===== config.mk =====
export PLATFORM = sky130hd
export DESIGN_NAME = pattern_detect_acc
export DESIGN_NICKNAME = d
export VERILOG_FILES = /design/src/rtl/pd_pkg.sv /design/src/rtl/pd_select.sv /design/src/rtl/pd_compare.sv /design/src/rtl/pd_autoreset.sv /design/src/rtl/pd_acc.sv /design/src/rtl/pattern_detect_acc.sv
export SDC_FILE = /design/constraint.sdc
export NUM_CORES = 1
export LEC_CHECK = 0
export ABC_AREA = 1
export BUFFER_PORTS_ARGS = -buffer_cell sky130_fd_sc_hd__buf_2
export CORE_ASPECT_RATIO = 0.9
export CORE_MARGIN = 8
export CORE_UTILIZATION = 35
export DETAILED_ROUTE_END_ITERATION = 8
export GPL_TIMING_DRIVEN = 0
export PLACE_DENSITY = 0.56
export SLEW_MARGIN = 10
export SYNTH_ARGS = -nofsm -noshare
export SYNTH_HDL_FRONTEND = slang
export SYNTH_SLANG_ARGS = --single-unit

===== constraint.sdc =====
create_clock -name clk -period 4.7 [get_ports clk]
set_input_delay 0.47 -clock clk [delete_from_list [all_inputs] [get_ports clk]]
set_output_delay 0.47 -clock clk [all_outputs]
set_load 0.01 [all_outputs]

===== src/rtl/pd_pkg.sv =====
// Shared option encodings for the masked match accumulator.
package pd_pkg;
    // Source of the compare reference
    typedef enum logic [0:0] {PAT_STATIC, PAT_FROM_C} pat_src_e;
    // Source of the exclusion mask
    typedef enum logic [1:0] {MASK_STATIC, MASK_FROM_C, MASK_NC_SHL1, MASK_NC_SHL2} mask_src_e;
    // Condition that triggers the self-clear of the sum
    typedef enum logic [1:0] {AR_OFF, AR_ON_HIT, AR_ON_LOSS} ar_mode_e;
    // Interaction of the self-clear with the enable
    typedef enum logic [0:0] {PRIO_RESET, PRIO_ENABLE} ar_prio_e;
endpackage


===== src/rtl/pd_select.sv =====
// Picks the compare reference and the exclusion mask.
// Assumes: every choice is static; c_in is sampled at the same edge as the sum.
module pd_select #(
    parameter int                W          = 58,
    parameter pd_pkg::pat_src_e  PAT_SRC    = pd_pkg::PAT_STATIC,
    parameter pd_pkg::mask_src_e MASK_SRC   = pd_pkg::MASK_STATIC,
    parameter logic [W-1:0]      STATIC_PAT = '0,
    parameter logic [W-1:0]      STATIC_MASK = {2'b00, {(W-2){1'b1}}}
) (
    input  logic [W-1:0] c_in,
    output logic [W-1:0] ref_val,
    output logic [W-1:0] mask_val
);
    generate
        // Reference: static parameter or live c_in
        if (PAT_SRC == pd_pkg::PAT_FROM_C) begin : g_pat_c
            assign ref_val = c_in;
        end else begin : g_pat_s
            assign ref_val = STATIC_PAT;
        end

        // Mask: static, direct c_in, or c_in shifted then inverted (vacated bits excluded)
        if (MASK_SRC == pd_pkg::MASK_FROM_C) begin : g_mask_c
            assign mask_val = c_in;
        end else if (MASK_SRC == pd_pkg::MASK_NC_SHL1) begin : g_mask_s1
            assign mask_val = ~{c_in[W-2:0], 1'b0};
        end else if (MASK_SRC == pd_pkg::MASK_NC_SHL2) begin : g_mask_s2
            assign mask_val = ~{c_in[W-3:0], 2'b00};
        end else begin : g_mask_st
            assign mask_val = STATIC_MASK;
        end
    endgenerate
endmodule


===== src/rtl/pd_compare.sv =====
// Masked equality of a value against a reference and against its complement.
// Assumes: a mask bit of 1 removes that position from both compares.
module pd_compare #(
    parameter int W = 58
) (
    input  logic [W-1:0] value,
    input  logic [W-1:0] ref_val,
    input  logic [W-1:0] mask_val,
    output logic         eq,
    output logic         eq_inv
);
    logic [W-1:0] diff_pos;
    logic [W-1:0] diff_neg;

    // Per-bit agreement, forced true where excluded
    always_comb begin
        diff_pos = (value ^ ref_val) & ~mask_val;
        diff_neg = (value ^ ~ref_val) & ~mask_val;
        eq       = (diff_pos == '0);
        eq_inv   = (diff_neg == '0);
    end
endmodule


===== src/rtl/pd_autoreset.sv =====
// Decides whether the sum must be cleared at the coming edge.
// Assumes: hit_q is the registered match flag for the value now on the output.
module pd_autoreset #(
    parameter pd_pkg::ar_mode_e AR_MODE = pd_pkg::AR_OFF
) (
    input  logic clk,
    input  logic rst_n,
    input  logic hit_q,
    output logic clear_req
);
    logic hit_prev;

    // Remember last cycle's match flag
    always_ff @(posedge clk) begin
        if (!rst_n) hit_prev <= 1'b0;
        else        hit_prev <= hit_q;
    end

    generate
        // Trigger condition chosen by the mode
        if (AR_MODE == pd_pkg::AR_ON_HIT) begin : g_on_hit
            assign clear_req = hit_q;
        end else if (AR_MODE == pd_pkg::AR_ON_LOSS) begin : g_on_loss
            assign clear_req = hit_prev & ~hit_q;
        end else begin : g_off
            assign clear_req = 1'b0;
        end
    endgenerate
endmodule


===== src/rtl/pd_acc.sv =====
// Result register with enable, self-clear, and the flags registered alongside it.
// Assumes: hit_d and hit_inv_d are computed from p_next by the caller.
module pd_acc #(
    parameter int               W       = 58,
    parameter pd_pkg::ar_prio_e AR_PRIO = pd_pkg::PRIO_RESET
) (
    input  logic         clk,
    input  logic         rst_n,
    input  logic         ce,
    input  logic [W-1:0] din,
    input  logic         clear_req,
    input  logic         hit_d,
    input  logic         hit_inv_d,
    output logic [W-1:0] p_next,
    output logic [W-1:0] p_q,
    output logic         hit_q,
    output logic         hit_inv_q
);
    logic clear_now;

    generate
        // Priority: clear overrides enable, or clear needs enable
        if (AR_PRIO == pd_pkg::PRIO_ENABLE) begin : g_gated
            assign clear_now = clear_req & ce;
        end else begin : g_forced
            assign clear_now = clear_req;
        end
    endgenerate

    // Next sum: clear, add, or hold
    always_comb begin
        if (clear_now)  p_next = '0;
        else if (ce)    p_next = p_q + din;
        else            p_next = p_q;
    end

    // Sum and both flags share one edge
    always_ff @(posedge clk) begin
        if (!rst_n) begin
            p_q       <= '0;
            hit_q     <= 1'b0;
            hit_inv_q <= 1'b0;
        end else begin
            p_q       <= p_next;
            hit_q     <= hit_d;
            hit_inv_q <= hit_inv_d;
        end
    end
endmodule


===== src/rtl/pattern_detect_acc.sv =====
// Top: running sum with masked match flags and optional self-clear.
// Assumes: W >= 3; all option parameters fixed at elaboration.
module pattern_detect_acc #(
    parameter int                W           = 58,
    parameter pd_pkg::pat_src_e  PAT_SRC     = pd_pkg::PAT_STATIC,
    parameter pd_pkg::mask_src_e MASK_SRC    = pd_pkg::MASK_STATIC,
    parameter pd_pkg::ar_mode_e  AR_MODE     = pd_pkg::AR_OFF,
    parameter pd_pkg::ar_prio_e  AR_PRIO     = pd_pkg::PRIO_RESET,
    parameter logic [W-1:0]      STATIC_PAT  = '0,
    parameter logic [W-1:0]      STATIC_MASK = {2'b00, {(W-2){1'b1}}}
) (
    input  logic         clk,
    input  logic         rst_n,
    input  logic         ce,
    input  logic [W-1:0] din,
    input  logic [W-1:0] c_in,
    output logic [W-1:0] p_out,
    output logic         hit,
    output logic         hit_inv
);
    logic [W-1:0] ref_val;
    logic [W-1:0] mask_val;
    logic [W-1:0] p_next;
    logic         eq;
    logic         eq_inv;
    logic         clear_req;

    pd_select #(
        .W(W), .PAT_SRC(PAT_SRC), .MASK_SRC(MASK_SRC),
        .STATIC_PAT(STATIC_PAT), .STATIC_MASK(STATIC_MASK)
    ) u_select (
        .c_in(c_in), .ref_val(ref_val), .mask_val(mask_val)
    );

    pd_compare #(.W(W)) u_compare (
        .value(p_next), .ref_val(ref_val), .mask_val(mask_val),
        .eq(eq), .eq_inv(eq_inv)
    );

    pd_autoreset #(.AR_MODE(AR_MODE)) u_autoreset (
        .clk(clk), .rst_n(rst_n), .hit_q(hit), .clear_req(clear_req)
    );

    pd_acc #(.W(W), .AR_PRIO(AR_PRIO)) u_acc (
        .clk(clk), .rst_n(rst_n), .ce(ce), .din(din),
        .clear_req(clear_req), .hit_d(eq), .hit_inv_d(eq_inv),
        .p_next(p_next), .p_q(p_out), .hit_q(hit), .hit_inv_q(hit_inv)
    );
endmodule


==> flow_metrics.tcl <==
set metrics [dict create \
    status "finished clean" \
    maxCapViolations 0 \
    rows 49 \
    die_area_mm2 0.0247 \
    synth_cells 1266 \
    dpl.hpwl_um 22200 \
    ys_seq_elements 60 \
    wl_per_cell_um 15.8 \
    async_reset_ff_share_pct 0 \
    cts-buffers-inserted 9 \
    drc 0 \
    syn_nets 1443 \
    clk_latency_ps 350 \
    hold_path.class "input port to flip-flop" \
    worstPathRequired_ps 4950 \
    ios 179 \
    clock_skew_ps 5.93 \
    firstDrtPassIters 5 \
    switching_share_pct 44.0 \
    timing.slew.headroom_pct 48.7 \
    cp-start-kind "flip-flop" \
    wirelength_um 26100 \
    grt.overflow.total 0 \
    clock_path_buffers 2 \
    fmax_mhz 404 \
    setup_viol 0 \
    grt_pass1_wl_um 40400 \
    netlist.area_leader.share_pct 19.5 \
    clk_pin_slew_ps 60 \
    synth_area_leaders "nand2_1 20%, dfxtp_1 17%, inv_1 12%" \
    hold_path_depth 3 \
    synth_top_cell_by_area "nand2_1" \
    p_comb_share_pct 46.7 \
    die_h_um 150 \
    fin_util_pct 41.3 \
    fin_setup_tns_ps 0 \
    cp_data_arrival_time_ps 2730 \
    ys_warn_count 0 \
    reg2reg_depth 14 \
    root_buffer "clkbuf_16" \
    powerDensity_mw_per_mm2 290 \
    hold_violations 0 \
    total_power_mw 2.37 \
    die_width_um 165 \
    fin_crit_ps 2480 \
    portBuffers 119 \
    start_util_pct 35.3 \
    clock_sinks 60 \
    htree_levels 3 \
    grt_max_degree 11 \
    place.gp.congestion 0.952 \
    nets 1573 \
    preCtsSetupSlack_ps 1980 \
    ys_seq_area_share_pct 17.2 \
    cp_max_fo 4 \
    slew_viol_final 0 \
    cts_tree "done" \
    dr.first_iter.drc_count 574 \
    grt_setup_unrepaired "false" \
    endpoint_kind "flip-flop" \
    antenna_found_initial 0 \
    path_class "flip-flop to flip-flop" \
    syn_avg_cell_area_um2 5.51 \
    diodes 0 \
    postCtsResizedCells 0 \
    area_growth_syn_to_layout_pct 17.0 \
    core_mm2 0.0197 \
    cts_hold_buf 0 \
    switchingPower_mw 1.04 \
    post_cts_buffers 0 \
    peakVddDrop_v 0.000168 \
    grt_util_all_layers_pct 21.3 \
    yosys_most_used_dff "dfxtp_1" \
    p_seq_share_pct 26.1 \
    syn_area_mm2 0.00698 \
    drive_gt1_share_pct 14.0 \
    ys_types 37 \
    dr_total_vias 7966 \
    p_leak_nw 4.87 \
    p_clk_share_pct 27.2 \
    first_global_vias 7480 \
    fin_crit_sh_pct 52.7 \
    avgViaCountPerCell 4.81 \
    antenna_left 0 \
    p_int_mw 1.33 \
    final.fill_count 2290 \
    fin_ws_ps 2220 \
    synth_edf_count 0 \
    worst_slew_pin_slew_ps 769 \
]
==> worst max-delay path, cell delays in order, from the launching register on <==
cell	delay, ps
dfxtp_1	320
ha_1	230
fa_1	410
nand2_1	80
nand2_1	90
nand3b_1	110
nand2_2	110
nand2_1	120
nand3_1	300
nand2_1	270
nand3_1	100
nand2_1	70
nand3_1	60
nand2_1	70
inv_1	30
==> stage by stage <==
stage                     hold slack, ps  instance area [um^2]  std cells
after floorplan                      553                  6980       1266
after global placement               519                  7890       1640
after detailed placement             519                  7890       1640
after CTS                            426                  8160       1655
after global routing                 445                  8160       1655
final                                441                  8160       1655
==> kinds of logic (layout without fill, tap and decap cells) <==
family / Yosys count / in the layout / synth area share, %
compound gates: 155 / 155 / 12.4
xor+xnor: 26 / 26 / 3.26
fa+ha+maj: 58 / 58 / 10.5
buf+inv: 244 / 378 / 13.2
flops: 60 / 60 / 17.2
simple gates: 723 / 723 / 43.4
==> placed cells by master (no fill, tap or decap), types with 3 or more instances in the layout <==
| master | instances |
|---|---|
| nand2_1 | 363 |
| nand3_1 | 67 |
| clkbuf_16 | 9 |
| clkbuf_1 | 16 |
| o21ai_0 | 46 |
| dfxtp_1 | 60 |
| inv_1 | 220 |
| nor2_4 | 3 |
| buf_2 | 121 |
| a21oi_2 | 3 |
| xnor2_1 | 4 |
| ha_1 | 57 |
| nor3_1 | 5 |
| nand3_2 | 7 |
| or2_2 | 3 |
| o21bai_1 | 19 |
| nand4_1 | 12 |
| o21ai_1 | 12 |
| a21o_1 | 6 |
| a21oi_1 | 65 |
| inv_2 | 5 |
| nor2_1 | 219 |
| nand2_2 | 21 |
| nor2_2 | 15 |
| xor2_1 | 22 |
==> cell type report <==
class,instances,area [um^2],area share [%]
repair buffers,119,596,7.30
inverters,226,848,10.4
flip-flops and latches,60,1200,14.7
well taps,255,319,3.91
clock buffers,13,260,3.19
plain buffers,18,73.8,0.904
clock inverters,2,10.0,0.123
multi-input cells,962,4850,59.5
==> cells in the mapped netlist, drive strengths merged, types with 12 or more instances <==
cell type and count:
nand2 384, nor2 237, inv 225, nand3 74, a21oi 68, dfxtp 60
o21ai 59, ha 57, xor2 22, o21bai 20, clkbuf 14, nand4 12
==> per-layer routing <==
layer / routed length [um] / global-route usage [%] / part of all wire, %
met4: 473 / 5.90 / 1.8
met1: 13100 / 30.4 / 50
met5: 0 / 0 / 0
met3: 1910 / 4.24 / 7.3
met2: 10700 / 31.8 / 41
==> power groups by stage <==
stage	Clock, mW	Combinational (mW)	Sequential, mW
floorplan	0	0.728	0.647
global placement	0	1.09	0.627
detailed placement	0	1.10	0.628
CTS	0.663	1.10	0.618
global route	0.683	1.24	0.627
finish	0.644	1.11	0.618
==> path summary, 6_finish.rpt <==
| path | startpoint | to | slack [ps] |
|---|---|---|---|
| hold / removal | rst_n | u_acc.hit_inv_q | 440 |
| hold reg to reg | flip-flop | flip-flop | 550 |
| setup reg to reg | flip-flop | flip-flop | 2220 |
| setup / recovery | flip-flop | flip-flop | 2220 |
(Power assumes the default switching activity.)
